--- src/rtl/intc_pkg.sv ---
package intc_pkg;
  // Width of one source's priority level and number of levels
  localparam int LVL_BITS = 2;
  localparam int NUM_LVL  = 1 << LVL_BITS;

  typedef logic [LVL_BITS-1:0] lvl_t;

  // Register select codes
  typedef enum logic [1:0] {
    REG_ENABLE = 2'd0,
    REG_LVL_LO = 2'd1,
    REG_LVL_HI = 2'd2,
    REG_UNUSED = 2'd3
  } reg_sel_e;
endpackage

--- src/rtl/intc_regs.sv ---
module intc_regs
  import intc_pkg::*;
#(
  parameter int NUM_SRC = 7,
  parameter int DATA_W  = 8
) (
  input  logic               clk,
  input  logic               rst_n,
  input  logic               wr,
  input  logic [1:0]         addr,
  input  logic [DATA_W-1:0]  wdata,
  output logic [DATA_W-1:0]  rdata,
  output logic               en_global,
  output logic [NUM_SRC-1:0] en_src,
  output logic [NUM_SRC-1:0] lvl_lo,
  output logic [NUM_SRC-1:0] lvl_hi
);
  logic               glb_q, glb_d;
  logic [NUM_SRC-1:0] en_q, en_d;
  logic [NUM_SRC-1:0] lo_q, lo_d;
  logic [NUM_SRC-1:0] hi_q, hi_d;
  logic               ce_en, ce_lo, ce_hi;
  reg_sel_e           sel;

  assign sel   = reg_sel_e'(addr);
  assign ce_en = wr && (sel == REG_ENABLE);
  assign ce_lo = wr && (sel == REG_LVL_LO);
  assign ce_hi = wr && (sel == REG_LVL_HI);

  always_comb begin
    glb_d = glb_q;
    en_d  = en_q;
    lo_d  = lo_q;
    hi_d  = hi_q;
    if (ce_en) begin
      glb_d = wdata[DATA_W-1];
      en_d  = wdata[NUM_SRC-1:0];
    end
    if (ce_lo) lo_d = wdata[NUM_SRC-1:0];
    if (ce_hi) hi_d = wdata[NUM_SRC-1:0];
  end

  always_ff @(posedge clk or negedge rst_n) begin
    if (!rst_n) begin
      glb_q <= 1'b0;
      en_q  <= '0;
      lo_q  <= '0;
      hi_q  <= '0;
    end else begin
      glb_q <= glb_d;
      en_q  <= en_d;
      lo_q  <= lo_d;
      hi_q  <= hi_d;
    end
  end

  always_comb begin
    rdata = '0;
    unique case (sel)
      REG_ENABLE: begin
        rdata[DATA_W-1]    = glb_q;
        rdata[NUM_SRC-1:0] = en_q;
      end
      REG_LVL_LO: rdata[NUM_SRC-1:0] = lo_q;
      REG_LVL_HI: rdata[NUM_SRC-1:0] = hi_q;
      default:    rdata = '0;
    endcase
  end

  assign en_global = glb_q;
  assign en_src    = en_q;
  assign lvl_lo    = lo_q;
  assign lvl_hi    = hi_q;
endmodule

--- src/rtl/intc_pending.sv ---
module intc_pending #(
  parameter int NUM_SRC = 7
) (
  input  logic               clk,
  input  logic               rst_n,
  input  logic [NUM_SRC-1:0] req,
  input  logic [NUM_SRC-1:0] clr,
  output logic [NUM_SRC-1:0] pend
);
  logic [NUM_SRC-1:0] pend_q, pend_d;

  // A fresh request outranks the clear of the same source
  always_comb begin
    pend_d = (pend_q & ~clr) | req;
  end

  always_ff @(posedge clk or negedge rst_n) begin
    if (!rst_n) pend_q <= '0;
    else        pend_q <= pend_d;
  end

  assign pend = pend_q;
endmodule

--- src/rtl/intc_arbiter.sv ---
module intc_arbiter
  import intc_pkg::*;
#(
  parameter int NUM_SRC = 7,
  localparam int IDX_W  = $clog2(NUM_SRC)
) (
  input  logic [NUM_SRC-1:0] pend,
  input  logic               en_global,
  input  logic [NUM_SRC-1:0] en_src,
  input  logic [NUM_SRC-1:0] lvl_lo,
  input  logic [NUM_SRC-1:0] lvl_hi,
  input  logic               busy,
  input  lvl_t               busy_lvl,
  output logic               valid,
  output logic [IDX_W-1:0]   idx,
  output lvl_t               lvl
);
  lvl_t               src_lvl [NUM_SRC];
  logic [NUM_SRC-1:0] elig;
  logic               found;
  logic [IDX_W-1:0]   best_idx;
  lvl_t               best_lvl;

  for (genvar g = 0; g < NUM_SRC; g++) begin : g_lvl
    assign src_lvl[g] = {lvl_hi[g], lvl_lo[g]};
  end

  assign elig = pend & en_src & {NUM_SRC{en_global}};

  // Ascending scan: strictly-greater replacement keeps the lowest index on ties
  always_comb begin
    found    = 1'b0;
    best_idx = '0;
    best_lvl = '0;
    for (int i = 0; i < NUM_SRC; i++) begin
      if (elig[i] && (!found || (src_lvl[i] > best_lvl))) begin
        found    = 1'b1;
        best_idx = IDX_W'(i);
        best_lvl = src_lvl[i];
      end
    end
  end

  assign valid = found && (!busy || (best_lvl > busy_lvl));
  assign idx   = best_idx;
  assign lvl   = best_lvl;
endmodule

--- src/rtl/intc_nest.sv ---
module intc_nest
  import intc_pkg::*;
(
  input  logic               clk,
  input  logic               rst_n,
  input  logic               take,
  input  lvl_t               take_lvl,
  input  logic               ret,
  output logic               busy,
  output lvl_t               busy_lvl,
  output logic [NUM_LVL-1:0] isr
);
  logic [NUM_LVL-1:0] isr_q, isr_d;
  logic [NUM_LVL-1:0] top_mask;
  logic [NUM_LVL-1:0] set_mask;

  always_comb begin
    top_mask = '0;
    busy_lvl = '0;
    for (int i = 0; i < NUM_LVL; i++) begin
      if (isr_q[i]) begin
        top_mask = '0;
        top_mask[i] = 1'b1;
        busy_lvl = lvl_t'(i);
      end
    end
  end

  assign busy = |isr_q;

  always_comb begin
    set_mask = '0;
    if (take) set_mask[take_lvl] = 1'b1;
  end

  always_comb begin
    isr_d = isr_q;
    if (ret)  isr_d = isr_d & ~top_mask;
    if (take) isr_d = isr_d | set_mask;
  end

  always_ff @(posedge clk or negedge rst_n) begin
    if (!rst_n) isr_q <= '0;
    else        isr_q <= isr_d;
  end

  assign isr = isr_q;
endmodule

--- src/rtl/intc_nested_prio.sv ---
module intc_nested_prio
  import intc_pkg::*;
#(
  parameter int NUM_SRC = 7,
  parameter int DATA_W  = 8
) (
  input  logic                       clk,
  input  logic                       rst_n,
  input  logic                       reg_wr,
  input  logic [1:0]                 reg_addr,
  input  logic [DATA_W-1:0]          reg_wdata,
  output logic [DATA_W-1:0]          reg_rdata,
  input  logic [NUM_SRC-1:0]         irq_req,
  input  logic                       irq_ack,
  input  logic                       irq_reti,
  output logic                       irq_valid,
  output logic [$clog2(NUM_SRC)-1:0] irq_index,
  output logic [LVL_BITS-1:0]        irq_level
);
  localparam int IDX_W = $clog2(NUM_SRC);

  logic [1:0]         rst_sync_q;
  logic               rst_sync_n;
  logic               en_global;
  logic [NUM_SRC-1:0] en_src;
  logic [NUM_SRC-1:0] lvl_lo;
  logic [NUM_SRC-1:0] lvl_hi;
  logic [NUM_SRC-1:0] pend_vec;
  logic [NUM_SRC-1:0] clr_vec;
  logic [NUM_LVL-1:0] isr_vec;
  logic               busy;
  lvl_t               busy_lvl;
  logic               take;
  logic               arb_valid;
  logic [IDX_W-1:0]   arb_idx;
  lvl_t               arb_lvl;

  // Asserted at once, released after two clean edges
  always_ff @(posedge clk or negedge rst_n) begin
    if (!rst_n) rst_sync_q <= 2'b00;
    else        rst_sync_q <= {rst_sync_q[0], 1'b1};
  end
  assign rst_sync_n = rst_sync_q[1];

  intc_regs #(.NUM_SRC(NUM_SRC), .DATA_W(DATA_W)) u_regs (
    .clk       (clk),
    .rst_n     (rst_sync_n),
    .wr        (reg_wr),
    .addr      (reg_addr),
    .wdata     (reg_wdata),
    .rdata     (reg_rdata),
    .en_global (en_global),
    .en_src    (en_src),
    .lvl_lo    (lvl_lo),
    .lvl_hi    (lvl_hi)
  );

  assign take = irq_ack && arb_valid;

  always_comb begin
    clr_vec = '0;
    if (take) clr_vec[arb_idx] = 1'b1;
  end

  intc_pending #(.NUM_SRC(NUM_SRC)) u_pend (
    .clk   (clk),
    .rst_n (rst_sync_n),
    .req   (irq_req),
    .clr   (clr_vec),
    .pend  (pend_vec)
  );

  intc_arbiter #(.NUM_SRC(NUM_SRC)) u_arb (
    .pend      (pend_vec),
    .en_global (en_global),
    .en_src    (en_src),
    .lvl_lo    (lvl_lo),
    .lvl_hi    (lvl_hi),
    .busy      (busy),
    .busy_lvl  (busy_lvl),
    .valid     (arb_valid),
    .idx       (arb_idx),
    .lvl       (arb_lvl)
  );

  intc_nest u_nest (
    .clk      (clk),
    .rst_n    (rst_sync_n),
    .take     (take),
    .take_lvl (arb_lvl),
    .ret      (irq_reti),
    .busy     (busy),
    .busy_lvl (busy_lvl),
    .isr      (isr_vec)
  );

  assign irq_valid = arb_valid;
  assign irq_index = arb_idx;
  assign irq_level = arb_lvl;
endmodule

--- config.mk ---
export PLATFORM = sky130hd
export DESIGN_NAME = intc_nested_prio
export DESIGN_NICKNAME = d
export VERILOG_FILES = /design/src/rtl/intc_pkg.sv /design/src/rtl/intc_regs.sv /design/src/rtl/intc_pending.sv /design/src/rtl/intc_arbiter.sv /design/src/rtl/intc_nest.sv /design/src/rtl/intc_nested_prio.sv
export SDC_FILE = /design/constraint.sdc
export NUM_CORES = 1
export LEC_CHECK = 0
export CORE_ASPECT_RATIO = 2
export CORE_MARGIN = 5
export CORE_UTILIZATION = 40
export CTS_CLUSTER_SIZE = 24
export DETAILED_ROUTE_END_ITERATION = 6
export MAX_ROUTING_LAYER = met4
export PLACE_DENSITY = 0.73
export SLEW_MARGIN = 20
export SYNTH_ARGS = -nofsm -noshare
export SYNTH_HDL_FRONTEND = slang
export SYNTH_SLANG_ARGS = --single-unit
--- constraint.sdc ---
create_clock -name clk -period 28.1 [get_ports clk]
set_clock_uncertainty 0.05 [all_clocks]
set_input_delay 4.215 -clock clk [delete_from_list [all_inputs] [get_ports clk]]
set_output_delay 4.215 -clock clk [all_outputs]
set_load 0.02 [all_outputs]
## After elaboration in Yosys (flattened, before gate mapping)

Index checks and enable logic that the tools add are counted.

| storage, ports and cells | value |
|---|---|
| output and inout port bits | 14 |
| input bits | 22 |
| register bits after elaboration | 35 |

| operators by class | value |
|---|---|
| $lt $le $gt $ge | 11 |
| mux-type cells | 37 |
| bitwise operators | 8 |
| equal/unequal tests | 2 |
| reductions and logical operators | 29 |

Operator list:

| operator | count |
|---|---|
| $mux W4 | 6 |
| $mux W2 | 11 |
| $and A7 B7 Y7 | 3 |
| $pmux W7 S3 | 1 |
| $gt A2 B2 Y1 | 7 |
| $logic_and A1 B1 Y1 | 13 |
| $mux W1 | 13 |
| $mux W3 | 3 |
| $logic_not A1 Y1 | 7 |
| $logic_or A1 B1 Y1 | 7 |
| $mux W7 | 1 |
| $not A7 Y7 | 1 |
| $or A7 B7 Y7 | 1 |
| $and A4 B4 Y4 | 1 |
| $lt A3 B4 Y1 const B | 1 |
| $not A4 Y4 | 1 |
| $or A4 B4 Y4 | 1 |
| $reduce_or A4 Y1 | 1 |
| $demux W1 S3 | 1 |
| $ge A3 B1 Y1 const B | 1 |
| $lt A2 B3 Y1 const B | 1 |
| $demux W1 S2 | 1 |
| $eq A2 B1 Y1 const B | 1 |
| $eq A2 B2 Y1 const B | 1 |
| 2 further kinds | 2 |

## Logic depth before layout (Yosys ltp)

Gate-level depths: netlist of the first run.

| logic depth | value |
|---|---|
| word-level depth | 35 |
| depth in mapped cells | 49 |
| depth with buffers taken out | 49 |

## Hierarchy

Synthesis of the first run repeated with hierarchy kept, for this count alone.

| second synthesis, totals | value |
|---|---|
| cells, all modules | 238 |
| area total of the unflattened synthesis | 2404.8 um^2 |

By module, submodules not included:

| module | times used | area each (um^2) | cells an instance |
|---|---|---|---|
| intc_regs | 1 | 1007.2 | 66 |
| intc_arbiter | 1 | 818.3 | 116 |
| intc_pending | 1 | 254.0 | 21 |
| intc_nest | 1 | 197.7 | 19 |
| intc_nested_prio | 1 | 127.6 | 16 |

## Least setup slack after synthesis of the first run

OpenSTA, ideal clock, no wires.

| timing | value |
|---|---|
| path type | flip-flop to output port |
| start | register u_regs.glb_q (netlist: u_regs.en_global) |
| end | output port irq_valid |
| data required time | 23.835 ns |
| path slack | 15.184 ns |
| data arrival time | 8.651 ns |
| cell stages (with the launch flop) | 45 |
| path through | dfrtp_1 and3_2 and2_1 ha_1 nand2_1 o21ai_0 a21oi_1 a22oi_1 ha_1 nor2b_1 o21ai_0 a21oi_1 a221oi_1 or2_2 ha_1 nor2b_1 o21ai_0 a21oi_1 (+9 left out) ha_1 nand2_1 o21ai_0 a21o_1 mux2_2 ha_1 nor2b_1 o21ai_0 a21oi_1 nor3_1 o311ai_0 nand3_1 inv_1 ha_1 nor2b_1 a2bb2oi_1 o21ai_0 a21oi_1 |

| between the ends | value |
|---|---|
| word-level cells in the longest chain between the ends | 29 |

RTL lines:

| item | RTL line | RTL |
|---|---|---|
| from (decl) | intc_regs.sv:18 | `logic glb_q, glb_d;` |
| from (signal assigned) | intc_regs.sv:50 | `glb_q <= glb_d;` |
| $and A7 B7 Y7 * | intc_arbiter.sv:28 | `assign elig = pend & en_src & {NUM_SRC{en_global}};` |
| $mux W2 / $mux W1 (equally long branches) | intc_arbiter.sv:36 | `if (elig[i] && (!found \|\| (src_lvl[i] > best_lvl))) begin` |
| $gt A2 B2 Y1 / $logic_not A1 Y1 (equally long branches) | intc_arbiter.sv:36 |  |
| $logic_or A1 B1 Y1 | intc_arbiter.sv:36 |  |
| $logic_and A1 B1 Y1 | intc_arbiter.sv:36 |  |
| $mux W2 / $mux W1 (equally long branches) | intc_arbiter.sv:36 |  |
| $gt A2 B2 Y1 / $logic_not A1 Y1 (equally long branches) | intc_arbiter.sv:36 |  |
| $logic_or A1 B1 Y1 | intc_arbiter.sv:36 |  |
| (+14 left out) | -- |  |
| $gt A2 B2 Y1 / $logic_not A1 Y1 (equally long branches) | intc_arbiter.sv:36 |  |
| $logic_or A1 B1 Y1 | intc_arbiter.sv:36 |  |
| $logic_and A1 B1 Y1 | intc_arbiter.sv:36 |  |
| $mux W2 * | intc_arbiter.sv:36 |  |
| net irq_level[1] | intc_nested_prio.sv:18 | `output logic [LVL_BITS-1:0] irq_level` |
| $gt A2 B2 Y1 * | intc_arbiter.sv:44 | `assign valid = found && (!busy \|\| (best_lvl > busy_lvl));` |
| $logic_or A1 B1 Y1 * | intc_arbiter.sv:44 |  |
| $logic_and A1 B1 Y1 * | intc_arbiter.sv:44 |  |
| to (decl) | intc_nested_prio.sv:16 | `output logic irq_valid,` |

The timed path passes the listed nets; every way through them passes the cells marked *.

## Worst setup path after layout of the first run

| timing | value |
|---|---|
| start | register u_regs.glb_q (netlist: u_regs.en_global) |
| end | output port irq_valid |

| between the ends | value |
|---|---|
| word-level cells in the longest chain between the ends | 29 |

RTL lines:

| item | RTL line |
|---|---|
| $and A7 B7 Y7 * | intc_arbiter.sv:28 |
| $mux W2 / $mux W1 (equally long branches) | intc_arbiter.sv:36 |
| $gt A2 B2 Y1 / $logic_not A1 Y1 (equally long branches) | intc_arbiter.sv:36 |
| $logic_or A1 B1 Y1 | intc_arbiter.sv:36 |
| $logic_and A1 B1 Y1 | intc_arbiter.sv:36 |
| $mux W2 / $mux W1 (equally long branches) | intc_arbiter.sv:36 |
| $gt A2 B2 Y1 / $logic_not A1 Y1 (equally long branches) | intc_arbiter.sv:36 |
| $logic_or A1 B1 Y1 | intc_arbiter.sv:36 |
| (+13 left out) | -- |
| $mux W2 / $mux W1 (equally long branches) | intc_arbiter.sv:36 |
| $gt A2 B2 Y1 / $logic_not A1 Y1 (equally long branches) | intc_arbiter.sv:36 |
| $logic_or A1 B1 Y1 | intc_arbiter.sv:36 |
| $logic_and A1 B1 Y1 | intc_arbiter.sv:36 |
| $mux W2 | intc_arbiter.sv:36 |
| $gt A2 B2 Y1 | intc_arbiter.sv:44 |
| $logic_or A1 B1 Y1 | intc_arbiter.sv:44 |
| $logic_and A1 B1 Y1 * | intc_arbiter.sv:44 |

Every way passes the cells marked *; elsewhere a longest branch is shown, timed or not.

==> metrics, run 1 <==
status complete, no violations; mux cell area share after synthesis 0.161; main combinational cell family by area after synthesis compound AO/OA/AOI/OAI gates; Placed Area 2750 sq um; Seq/Total Area, Yosys 0.375; Syn Nets roughly 270; multi-input logic area about 1400 sq um; largest net degree at the start of global routing 34; CTS Buffer Depth 2; Max VDD drop 0.0883 mV; first-pass GRT wire length 10400 um; post-synthesis compound-gate area fraction 0.201; initial antenna violation count 0; Yosys cell types 51; die area 7550 sq um; #FFs+latches synth 35; CTS tree built; area taken by flip-flops and latches between 800 and 900 sq um; worst hold path type reg2async; port bufs 35; Area growth syn-to-layout 24.0%; Post-synth EDFFs 0; GRT overflow 0; crit-path most repeated cell ha_1; Total Power 0.284 mW; WL final 6480 um; Crit. End Element primary output; layout cells sized above 1 0.165; Non-Filler Instances 339; top cell type's share of synthesized area 0.375; Mapped Avg Cell Area 9.85 sq um; Reg-to-Reg End u_pend.pend[1]; adder-cell area share of the yosys netlist 0.0751; final hold violation count 0; drt wl/cell 19.1 um; DRC Markers 0; IO Count 36; CTS Hold Bufs 0; H-tree depth 2; GRT Total Usage 0.182; worst r2r src u_regs.en_global; Period Utilization, post-route 0.536; CP Class reg2out; Rel. slew slack 0.444; post-synthesis xor/xnor area fraction 0; slowest CP cell clkdlybuf4s50_1; via count 2038; Post-DP HPWL 4890 um; Reg2Reg Depth 48; filler cell count 520; Post-CTS Setup Inserts 0; Die Y 118 um; unrepaired setup endpoints after global routing false; P per Cell Area 98.2 nW/um^2; initial core utilization 0.409; placed cell count 331; Final Wtd Congestion slightly above 0.9; Pins Over Slew Limit 0; core area between 5000 and 6000 sq um; Post-synth ARST share 1.00; Area contributors post-synth dfrtp_1, mux2_2, ha_1, o21ai_0, nand2_1; Final ANT Viol Nets 0; Logic pwr share 0.546; Tmin final 15.06 ns; Simple-Gate Fraction of Synth Area 0.154; Cell Area, Synth 2330 sq um; Largest stage delay, worst path just over 0.6 ns; Final setup viols 0; # resized after CTS 0; worst-path fanout max 12; Least-Margin Pin Slew 0.833 ns; n_diodes 0; Rows 39; CTS Buf Count 5; Clock transition at path regs 0.05 ns; P_sw 0.120 mW; clock network latency to the later pin of the worst-skew pair 0.28 ns; Clock Tree Root clkbuf_16; worst reg-to-reg setup slack between 15 and 20 ns; crit path DAT 10.79 ns; total negative slack 0 ns; Clk network pwr share 0.190; Startpoint Class register; die width roughly 64 um; via/cell ratio around 6; sw frac 0.422; vias in the first global route around 2100; Initial DRC Count 111; sequential share of power 0.264; fin nets 313; max_cap viols 0; Syn Inst Count 237; most frequent cells in the layout clkdlybuf4s50_1, dfrtp_1, nand2_1, mux2_2, o21ai_0; yosys synthesis warning count 0; internal power 0.164 mW; top flip-flop cell by instance count after synthesis dfrtp_1; CP required 23.84 ns; clock sinks 35; Leak approximately 1.2 nW; cell taking the most area after synthesis dfrtp_1; DRT Pass-1 Iters 6; Final Instance Area 2890 sq um; Fmax 66.4 MHz
-- cell usage after synthesis, drive strengths merged, types with 5 or more instances --
cell / instances
nand3: 9
inv: 14
dfrtp: 35
ha: 14
nand2: 27
a21o: 11
mux2: 25
a21oi: 8
mux2i: 9
nor2b: 8
o21ai: 23
nor2: 5
nor3: 5
-- stage by stage --
stage                     setup WS [ns]  hold slack, ns   util
after global placement            13.78           0.232  0.482
after detailed placement          13.52           0.254  0.482
after CTS                         13.13           0.260  0.507
after global routing              12.09           0.312  0.507
final                             13.04           0.237  0.507
after floorplan                   15.18           0.281      -
-- flip-flops by register name (all words and copies together), names as in the netlist --
register / cells
u_regs.lvl_lo: 7
u_pend.pend: 7
u_nest.isr: 4
u_regs.en_src: 7
u_regs.en_global: 1
u_regs.lvl_hi: 7
rst_sync_q: 2
-- worst max path at each step --
| stage | from | endpoint | slack [ns] | cells past startpoint |
|---|---|---|---|---|
| after floorplan | u_regs.en_global | irq_valid | 15.18 | 44 |
| after global placement | u_regs.en_global | irq_valid | 13.78 | 45 |
| after detailed placement | u_regs.en_global | irq_valid | 13.52 | 46 |
| after CTS | u_regs.en_global | irq_valid | 13.13 | 46 |
| after global routing | u_regs.en_global | irq_valid | 12.09 | 45 |
| final | u_regs.en_global | irq_valid | 13.04 | 46 |
-- area by class of cell --
cell class                 instances  share of cell area
clock inverter                     2             0.00432
sequential                        35               0.303
clock buffer                       6              0.0445
multi-input combinational        184               0.478
timing repair buffer              37               0.126
tap                               61              0.0264
inverter                          14              0.0182
-- routing by layer --
layer  wire [um]  track usage  part of all wire  vias to the layer above
met5           0            -                 0                        -
met1        2420        0.174              0.37                      997
li1            -            -                 -                      951
met3         201       0.0315             0.031                       28
met2        3410        0.313              0.53                       62
met4         437        0.133             0.067                        0
-- power groups by stage --
stage / registers, mW / clock network (mW) / logic [mW]
after floorplan: 0.0699 / 0 / 0.109
after global placement: 0.0750 / 0 / 0.149
after detailed placement: 0.0754 / 0 / 0.153
after CTS: 0.0746 / 0.0551 / 0.155
after global routing: 0.0763 / 0.0576 / 0.171
final: 0.0749 / 0.0540 / 0.155
-- critical path: cells and delay by family (launching register included) --
kind | cells | cell delay, ns
AOI/OAI and AO/OA | 20 | 4.14
and+or+nand+nor | 13 | 2.11
adders and majority gates | 7 | 2.07
buffers and inverters | 4 | 0.86
muxes | 2 | 0.71
DFF | 1 | 0.59
-- kinds of logic after synthesis --
group,count (synthesis)
multiplexers,34
other,1
adder cells (fa/ha/maj),14
buffers and inverters,18
AND/OR/NAND/NOR,71
AO/OA/AOI/OAI,64
flip-flops,35
No activity file was read; power rests on OpenSTA's default activity.
==> inputs of run 2 (changes only) <==
Settings changed: PLACE_DENSITY 0.73 to 0.76.
Clock period 28.1 ns to 13.6 ns, I/O delays scaled along.
==> metrics, run 2 (synthesis results as in run 1) <==
Tmin final 12.78 ns; Least-Margin Pin Slew 0.643 ns (was 0.833 ns); Area growth syn-to-layout 24.8% (was 24.0%); Die Y 118 um (unchanged); die area 7550 sq um (unchanged); Post-CTS Setup Inserts 0 (unchanged); die width 64.0 um (unchanged); first-pass GRT wire length 10400 um (about the same); CTS Buffer Depth 2 (unchanged); Fmax 78.2 MHz; clock sinks 35 (unchanged); Pins Over Slew Limit 0 (unchanged); worst hold path type reg2async (unchanged); Final Wtd Congestion 0.935 (was 0.922); initial antenna violation count 0 (unchanged); CTS Buf Count 5 (unchanged); CP Class reg2out (unchanged); drt wl/cell 17.9 um (was 19.1 um); n_diodes 0 (unchanged); filler cell count 546 (was 520); Rel. slew slack 0.572 (was 0.444); unrepaired setup endpoints after global routing false (unchanged); via count 2022 (was 2038); final worst setup slack 0.818 ns (was 13.04 ns); port bufs 35 (unchanged); WL final 6070 um (was 6480 um); max_cap viols 0 (unchanged); crit-path leading delay family compound AO/OA/AOI/OAI gates (unchanged); Placed Area 2750 sq um (unchanged); final hold violation count 0 (unchanged); worst-path fanout max 12 (unchanged); GRT Total Usage 0.177 (was 0.182); placed cell count 331 (unchanged); fin nets 313 (unchanged); initial core utilization 0.409 (unchanged); Largest stage delay, worst path 0.63 ns (was 0.62 ns); DRC Markers 0 (unchanged); status complete, no violations (unchanged); vias in the first global route 2245 (was 2144); Post-DP HPWL 4750 um (was 4890 um); total negative slack 0 ns (unchanged); H-tree depth 2 (unchanged); crit path DAT 10.69 ns (was 10.79 ns); Final ANT Viol Nets 0 (unchanged); Initial DRC Count 78 (was 111); core area 5710 sq um (unchanged); IO Count 36 (unchanged); crit-path most repeated cell ha_1 (unchanged); Crit. End Element primary output (unchanged); via/cell ratio 5.96 (was 6.01); most frequent cells in the layout clkdlybuf4s50_1, dfrtp_1, nand2_1, mux2_2, o21ai_0 (unchanged); clock network latency to the later pin of the worst-skew pair 0.28 ns (about the same); CTS tree built (unchanged); setup slack at placement 1.12 ns (was 13.52 ns); layout cells sized above 1 0.180 (was 0.165); Period Utilization, post-route 0.940; GRT overflow 0 (unchanged); Buf/Inv on CP 4 (unchanged); Clock transition at path regs 0.06 ns (was 0.05 ns); Startpoint Class register (unchanged); Leak 1.24 nW (was 1.25 nW); P per Cell Area 202 nW/um^2 (was 98.2 nW/um^2); Max VDD drop 0.208 mV (was 0.0883 mV); Final setup viols 0 (unchanged); slowest CP cell clkdlybuf4s50_1 (unchanged); largest net degree at the start of global routing 34 (unchanged); Final Instance Area 2910 sq um (was 2890 sq um); Clock Tree Root clkbuf_16 (unchanged); DRT Pass-1 Iters 4 (was 6); Rows 39 (unchanged); Non-Filler Instances 339 (unchanged); CP required 11.51 ns (was 23.84 ns)
[run 2: layout make-up]
cell class                 count  area (sq um)  share of cell area
multi-input combinational    184          1390               0.479
tap                           61          76.3              0.0262
inverter                      14          52.6              0.0180
sequential                    35           876               0.301
clock inverter                 3          23.8             0.00816
clock buffer                   5           125              0.0430
timing repair buffer          37           365               0.125
[run 2: through the flow]
| step | util | hold slack [ns] | total power, mW |
|---|---|---|---|
| floorplan | - | 0.281 | 0.369 |
| global placement | 0.482 | 0.229 | 0.460 |
| detailed placement | 0.482 | 0.231 | 0.468 |
| CTS | 0.508 | 0.240 | 0.588 |
| global route | 0.510 | 0.292 | 0.633 |
| finish | 0.510 | 0.219 | 0.587 |
[run 2: repair_timing]
item | in CTS | in global routing
resized for setup | 0 | 3
hold buffers | 0 | 0
setup endpoints to repair | 0 | 1
endpoints found under the hold margin | 0 | 0
[run 2: worst paths after layout]
check | startpoint | end | slack, ns | cells after the start
min | rst_sync_q[1] | u_regs.en_src[3] | 0.22 | 1
max in group asynchronous | rst_n | rst_sync_q[1] | 11.51 | 1
min in group clk | rst_sync_q[0] | rst_sync_q[1] | 0.30 | 0
max reg2reg | u_regs.en_global | u_pend.pend[1] | 2.46 | 47
min reg2reg | rst_sync_q[1] | u_regs.en_src[3] | 0.22 | 1
max | u_regs.en_global | irq_valid | 0.82 | 45
[run 2: worst register-to-register path, delay by kind of cell (launching register included)]
family / cells / cell delay, ns
simple gates: 15 / 2.86
fa+ha+maj: 7 / 1.97
compound gates: 20 / 4.60
buf+inv: 3 / 0.25
flops: 1 / 0.60
mux: 2 / 0.71
[run 2: metal layers]
layer  up-vias  GRT usage  part of all wire
met5         -          -                 0
li1        959          -                 -
met4         0      0.122             0.068
met2        67      0.304              0.56
met1       968      0.176              0.33
met3        28     0.0277             0.038
[run 2: power by group]
part           switching [mW]  internal [mW]
logic                   0.171          0.147
registers              0.0297          0.125
clock network          0.0471         0.0685
total                   0.247          0.340
==> inputs of run 3 (changes only) <==
Settings changed: SKIP_CTS_REPAIR_TIMING set to 1.
==> results of run 3 <==
No change in the layout: final DEF, timing and power equal those of run 2.
